<file path="src/rtl/minmax_avg_accum.sv">
module minmax_avg_accum #(
  parameter int DW = 16,
  parameter int LW = 10
) (
  input  logic            clk,
  input  logic            rst_n,
  input  logic            glob_en,
  input  logic            det_en,
  input  logic            chp_en,
  input  logic            chn_en,
  input  logic [LW-1:0]   accum_len,
  input  logic [DW-1:0]   wgt_p,
  input  logic [DW-1:0]   wgt_n,
  input  logic [DW-1:0]   samp_p,
  input  logic            stb_p,
  input  logic [DW-1:0]   samp_n,
  input  logic            stb_n,
  output logic [2*DW-1:0] latest_o,
  output logic [2*DW-1:0] min_o,
  output logic [2*DW-1:0] max_o,
  output logic [2*DW-1:0] avg_o,
  output logic            early_valid,
  output logic            final_valid,
  output logic            done_pulse
);
  localparam int PW = 2*DW + 2;

  logic [LW-1:0] cnt;
  logic [LW:0]   cnt_inc;
  logic          run, hit;
  logic [1:0]    acc;

  assign run     = glob_en && det_en && !final_valid;
  assign acc[0]  = run && chn_en && stb_n;
  assign acc[1]  = run && chp_en && stb_p;
  assign cnt_inc = {1'b0, cnt} + 1'b1;
  assign hit     = cnt_inc >= {1'b0, accum_len};

  for (genvar ch = 0; ch < 2; ch++) begin : g_ch
    logic [DW-1:0]        lat, mn, mx, av, s, w;
    logic signed [DW:0]   diff;
    logic signed [PW-1:0] prod, nxt;

    assign s    = (ch == 1) ? samp_p : samp_n;
    assign w    = (ch == 1) ? wgt_p  : wgt_n;
    assign diff = $signed({1'b0, s}) - $signed({1'b0, av});
    assign prod = diff * $signed({1'b0, w});
    assign nxt  = $signed({{(DW+2){1'b0}}, av}) + (prod >>> DW);

    always_ff @(posedge clk or negedge rst_n) begin
      if (!rst_n) begin
        lat <= '0; mn <= '1; mx <= '0; av <= '0;
      end else if (!glob_en) begin
        lat <= '0; mn <= '1; mx <= '0; av <= '0;
      end else if (acc[ch]) begin
        lat <= s;
        av  <= nxt[DW-1:0];
        if (s < mn) mn <= s;
        if (s > mx) mx <= s;
      end
    end

    assert_avg_range_R3: assert property (@(posedge clk) disable iff (!rst_n)
      nxt[PW-1:DW] == '0);
  end

  assign latest_o = {g_ch[1].lat, g_ch[0].lat};
  assign min_o    = {g_ch[1].mn,  g_ch[0].mn};
  assign max_o    = {g_ch[1].mx,  g_ch[0].mx};
  assign avg_o    = {g_ch[1].av,  g_ch[0].av};

  always_ff @(posedge clk or negedge rst_n) begin
    if (!rst_n) begin
      cnt <= '0; early_valid <= 1'b0; final_valid <= 1'b0; done_pulse <= 1'b0;
    end else if (!glob_en) begin
      cnt <= '0; early_valid <= 1'b0; final_valid <= 1'b0; done_pulse <= 1'b0;
    end else begin
      done_pulse <= 1'b0;
      if (|acc) begin
        cnt         <= cnt_inc[LW-1:0];
        early_valid <= 1'b1;
        if (hit) begin
          final_valid <= 1'b1;
          done_pulse  <= 1'b1;
        end
      end
    end
  end

  assert_clear_R8: assert property (@(posedge clk) disable iff (!rst_n)
    !glob_en |=> (!early_valid && !final_valid && !done_pulse &&
                  min_o == '1 && max_o == '0 && avg_o == '0 && latest_o == '0));

  assert_final_implies_early_R6: assert property (@(posedge clk) disable iff (!rst_n)
    final_valid |-> early_valid);

  assert_done_on_rise_R7: assert property (@(posedge clk) disable iff (!rst_n)
    $rose(final_valid) |-> done_pulse);

  assert_done_single_R7: assert property (@(posedge clk) disable iff (!rst_n)
    done_pulse |=> !done_pulse);

  assert_freeze_R7: assert property (@(posedge clk) disable iff (!rst_n)
    (final_valid && glob_en) |=> ($stable(latest_o) && $stable(min_o) &&
                                  $stable(max_o) && $stable(avg_o)));

  assert_det_off_hold_R4: assert property (@(posedge clk) disable iff (!rst_n)
    (glob_en && !det_en) |=> ($stable(latest_o) && $stable(min_o) &&
                              $stable(max_o) && $stable(avg_o) && $stable(early_valid)));
endmodule

</file>
<file path="config.mk">
export PLATFORM = sky130hd
export DESIGN_NAME = minmax_avg_accum
export DESIGN_NICKNAME = d
export VERILOG_FILES = /design/src/rtl/minmax_avg_accum.sv
export SDC_FILE = /design/constraint.sdc
export NUM_CORES = 2
export LEC_CHECK = 0
export BUFFER_PORTS_ARGS = -buffer_cell sky130_fd_sc_hd__buf_2
export CORE_MARGIN = 2
export CORE_UTILIZATION = 59
export DETAILED_ROUTE_END_ITERATION = 8
export PLACE_DENSITY = 0.81
export SLEW_MARGIN = 20
export SYNTH_ARGS = -nofsm -noshare
export SYNTH_HDL_FRONTEND = slang
export SYNTH_SLANG_ARGS = --single-unit
export TNS_END_PERCENT = 5
</file>
<file path="constraint.sdc">
create_clock -name clk -period 12.3 [get_ports clk]
set_input_delay 3.075 -clock clk [delete_from_list [all_inputs] [get_ports clk]]
set_output_delay 3.075 -clock clk [all_outputs]
set_load 0.01 [all_outputs]
</file>
# After elaboration in Yosys (flattened, before gate mapping)
# Cells that the tools add are included.
[word_totals]
romBits = 0
output_inout_bits = 131
in_bits = 82
register_bits = 141
mem_bits_rw = 0
latch_bits = 0
memories = 0
[op_classes]
n_addsub = 5
div = 0
eq_ne = 8
n_reduce_logical = 13
order_cmp = 5
n_bitwise = 0
n_shift = 0
muxes = 30
multipliers = 2
[op_table]
columns = ["operator", "n"]
rows = [
  ["16-bit two-way mux", 20],
  ["17-bit by 17-bit multiplier with 32-bit output", 2],
  ["16-bit by 16-bit subtractor with 17-bit output", 2],
  ["16-bit adder", 2],
  ["16-bit > comparator", 2],
  ["16-bit less-than comparator", 2],
  ["10-bit two-way mux", 2],
  ["2-bit by 1-bit != test with 1-bit output (second input constant)", 8],
  ["10-bit by 1-bit adder with 11-bit output (second input constant)", 1],
  ["11-bit by 10-bit >= comparator with 1-bit output", 1],
  ["2-bit AND reduction", 5],
  ["1-bit two-way mux", 8],
  ["1-bit logical AND", 6],
  ["2-bit OR reduction", 1],
  ["1-bit logical NOT", 1],
]

# Longest topological paths before layout
[logic_depth]
ltp_word = 7
mapped_depth = 47
depth_no_buf = 47

# Worst setup path after synthesis
# Ideal clock, no wire load.
[synth_path]
path_type = "input port to flip-flop"
from = "input samp_n[0]"
to = "register g_ch[0].av[15]"
slack_ns = 0.381
path_stages = 43
setup_ns = 0.133
required_ns = 12.167
arrival_ns = 11.786
path_cell_list = "inv_1 -> ha_1 -> fa_1 -> nand2b_1 -> a21boi_0 -> o21ai_0 -> a21oi_1 -> a41oi_1 -> a21oi_1 -> a21o_1 -> a21oi_1 -> xnor2_1 -> clkbuf_1 -> and2_1 -> fa_1 -> inv_1 -> fa_1 -> fa_1 -> [7 not listed] -> o2111ai_1 -> a21oi_1 -> o21a_1 -> nand2_1 -> a21oi_1 -> o21a_1 -> nor2_1 -> xnor2_1 -> ha_1 -> and3_1 -> a21oi_1 -> o21ai_1 -> o41ai_1 -> o21ai_0 -> a31oi_1 -> xnor2_1 -> xnor2_1 -> o21ai_0"
[synth_between]
elab_chain_len = 5
[synth_lines]
columns = ["item", "line", "rtl"]
rows = [
  ["from (decl)", "16", "input logic [DW-1:0] samp_n,"],
  ["16-bit by 16-bit subtractor with 17-bit output", "46", "assign diff = $signed({1'b0, s}) - $signed({1'b0, av});"],
  ["17-bit by 17-bit multiplier with 32-bit output", "47", "assign prod = diff * $signed({1'b0, w});"],
  ["16-bit adder", "48", "assign nxt = $signed({{(DW+2){1'b0}}, av}) + (prod >>> DW);"],
  ["16-bit two-way mux", "55", "end else if (acc[ch]) begin"],
  ["16-bit two-way mux", "53", "end else if (!glob_en) begin"],
  ["to (signal assigned)", "57", "av <= nxt[DW-1:0];"],
  ["to (decl)", "40", "logic [DW-1:0] lat, mn, mx, av, s, w;"],
]
# Every way passes these cells. The select of a mux whose other input is x is not followed.
# A chain may end at the register's enable or synchronous reset.

# Worst setup path in the final report
[layout_path]
from = "input samp_p[1]"
to = "register g_ch[1].av[15]"
[layout_between]
elab_chain_len = 5
[layout_lines]
columns = ["item", "line", "rtl"]
rows = [
  ["from (decl)", "14", "input logic [DW-1:0] samp_p,"],
  ["16-bit by 16-bit subtractor with 17-bit output", "46", ""],
  ["17-bit by 17-bit multiplier with 32-bit output", "47", ""],
  ["16-bit adder", "48", ""],
  ["16-bit two-way mux", "55", ""],
  ["16-bit two-way mux", "53", ""],
  ["to (signal assigned)", "57", ""],
  ["to (decl)", "40", ""],
]
# Every way passes these cells. The select of a mux whose other input is x is not followed.

==> flow_summary.ini <==
[status]
status = completed

[worst_setup_path]
crit_path_end_kind = register
crit_fanout = 5
required_ns = 12.65
cp_slowest_stage_delay_ns = 0.53
crit_top_cell = fa_1
cp_data_arrival_time_ns = 12.20
slowest_stage = fa_1
cp-start-kind = primary input
worst-setup-path-type = in -> reg

[synthesis]
synth_edf_count = 0
synth_cell_types = 57
synthArstFlopShare_pct = 100
avgSynthCellArea_um2 = 8.85
synth_top_family_by_area = adder cells
ys_seq_area_share_pct = 12.0
synth_top_cell_area_share_pct = 36.0
synthMuxAreaShare_pct = 0.607
synthXorXnorAreaFrac_pct = 3.02
synthSimpleGateAreaFrac_pct = 16.1
synthCells = 3356
synth_compound_area_share_pct = 7.63
ys_ff_latch = 141
synth_nets = 4271
yosysWarnings = 0
synthFlopType = dfrtp_1
yosys.area.top_type = fa_1
netlist_top_cells_area = fa_1 (36%), ha_1 (13%), inv_1 (11%), dfrtp_1 (9.2%), nand2_1 (4.9%)
synthAdderAreaFrac_pct = 48.6
synth_area_um2 = 29700

[timing]
fin_tns_setup_ns = 0
timing.final.ws_setup_ns = 0.452
tightest_slew_ns = 0.995
slew_headroom_pct = 33.6
finalCritPeriodShare_pct = 96.3
timing.fmax_ghz = 0.0844
min_period_ns = 11.85
finalSetupViolations = 0
slew_violations = 0
fin_worst_skew_ns = 0.0118
hold_viol = 0
hold_slack_ns = 0.492
rsz0062_at_grt = true

[die]
io_pins = 213
core_area_um2 = 50000
fp.dieW_um = 228
die_h_um = 228
placement_rows = 82
start_util_pct = 59.5
dieArea_um2 = 52200

[clocking]
cts_tree = yes
clk_pin_slew_worst_paths_ns = 0.06
postCtsHoldBufs = 0
cts_root_buf = clkbuf_16
clock-sinks = 141
htreeDepth = 4
cts_buffers = 17
clk_latency_ns = 0.43
cts_max_path_buffers = 2

[grt]
track_usage_pct = 29.5
grt_first_pass_wirelength_um = 124000
antenna_found_initial = 0
globalRouteOverflowTotal = 0
grt_max_degree = 77
grt_pass1_vias = 24325

[layout]
nFillCells = 3932
final_cell_mix = inv_1 (835), fa_1 (534), nand2_1 (387)
diodes = 0
final_common_cell = inv_1
syn_to_final_growth_pct = 10.6
drive_above_1_share_pct = 12.0
fin_nets = 4498

[place]
place_ws_ns = -0.189
place.detailed.hpwl_um = 59900
gp_congestion = 0.944
portBuffers = 212

[drt]
viasPerCell = 5.43
first_iter_violations = 1545
wl_um = 74000
firstDrtPassIters = 6
vias = 23196
drc = 0
wl_per_cell_um = 17.3
antenna_left = 0

[run]
cap_violations = 0

[hold_path]
hold_path.class = reg -> reg
## cells in the mapped netlist (38+ instances only)
cell type	count
xnor2_1	76
a21oi_1	69
inv_1	835
clkbuf_1	97
o21ai_0	107
dfrtp_1	109
nand3_1	91
ha_1	299
nor2b_1	61
fa_1	534
and2_1	199
o211ai_1	38
nand2_1	387
nor2_1	78
## cells by family after synthesis
| family | after synthesis |
|---|---|
| adder cells (fa/ha/maj) | 833 |
| multiplexers | 18 |
| buffers and inverters | 949 |
| XOR/XNOR | 101 |
| AND/OR/NAND/NOR | 961 |
| flip-flops | 141 |
| AO/OA/AOI/OAI | 353 |
## metrics by stage
stage               cell area, um^2  std cells  util [%]
floorplan                     29700       3356         -
global placement              32100       4233      64.2
detailed placement            32100       4233      64.2
CTS                           32700       4265      65.4
global route                  32900       4268      65.8
finish                        32900       4268      65.8
## cell type report
class	instances	area, um^2	area share [%]
Clock inverter	13	185	0.564
Inverter	835	3130	9.54
Timing Repair Buffer	322	1950	5.92
Sequential cell	141	3570	10.9
Multi-Input combinational cell	2266	22700	69.2
Tap cell	672	841	2.56
Clock buffer	19	453	1.38
## state kept, by name (all words and copies together), names as in the netlist
register     flops
g_ch.mn         32
g_ch.mx         32
cnt             10
final_valid      1
g_ch.av         32
done_pulse       1
g_ch.lat        32
early_valid      1
## final timing paths
path	from	end	slack (ns)	depth (start not counted)
max	samp_p[1]	g_ch[1].av[15]	0.45	43
min	early_valid	early_valid	0.49	1
max reg2reg	g_ch[1].av[1]	g_ch[1].av[15]	2.58	43
min reg2reg	early_valid	early_valid	0.49	1
max in group asynchronous	rst_n	g_ch[1].av[9]	8.18	2
min in group asynchronous	rst_n	g_ch[0].lat[1]	2.63	1
## per-layer routing
layer / track usage [%] / wire, um / vias up / part of all wire (%)
li1: - / - / 10627 / -
met1: 41.2 / 31200 / 11479 / 42
met2: 47.9 / 34500 / 940 / 47
met3: 5.88 / 6530 / 150 / 8.8
met4: 6.66 / 1710 / 0 / 2.3
met5: 0 / 0 / - / 0
## repair_timing
action / 4_1_cts / 5_1_grt
buffers inserted: 0 / 3
endpoints found under the setup margin: 0 / 14
resized for setup: 0 / 49
## critical path: cells and delay by family
family	cells	cell delay [ns]
simple gates	11	1.69
compound gates	14	2.15
fa+ha+maj	9	3.94
buf+inv	7	0.66
xor+xnor	2	0.66
Power is left out: the tool's default activity adds up to more than one toggle a clock period on the data nets, which glitch-free logic cannot reach.
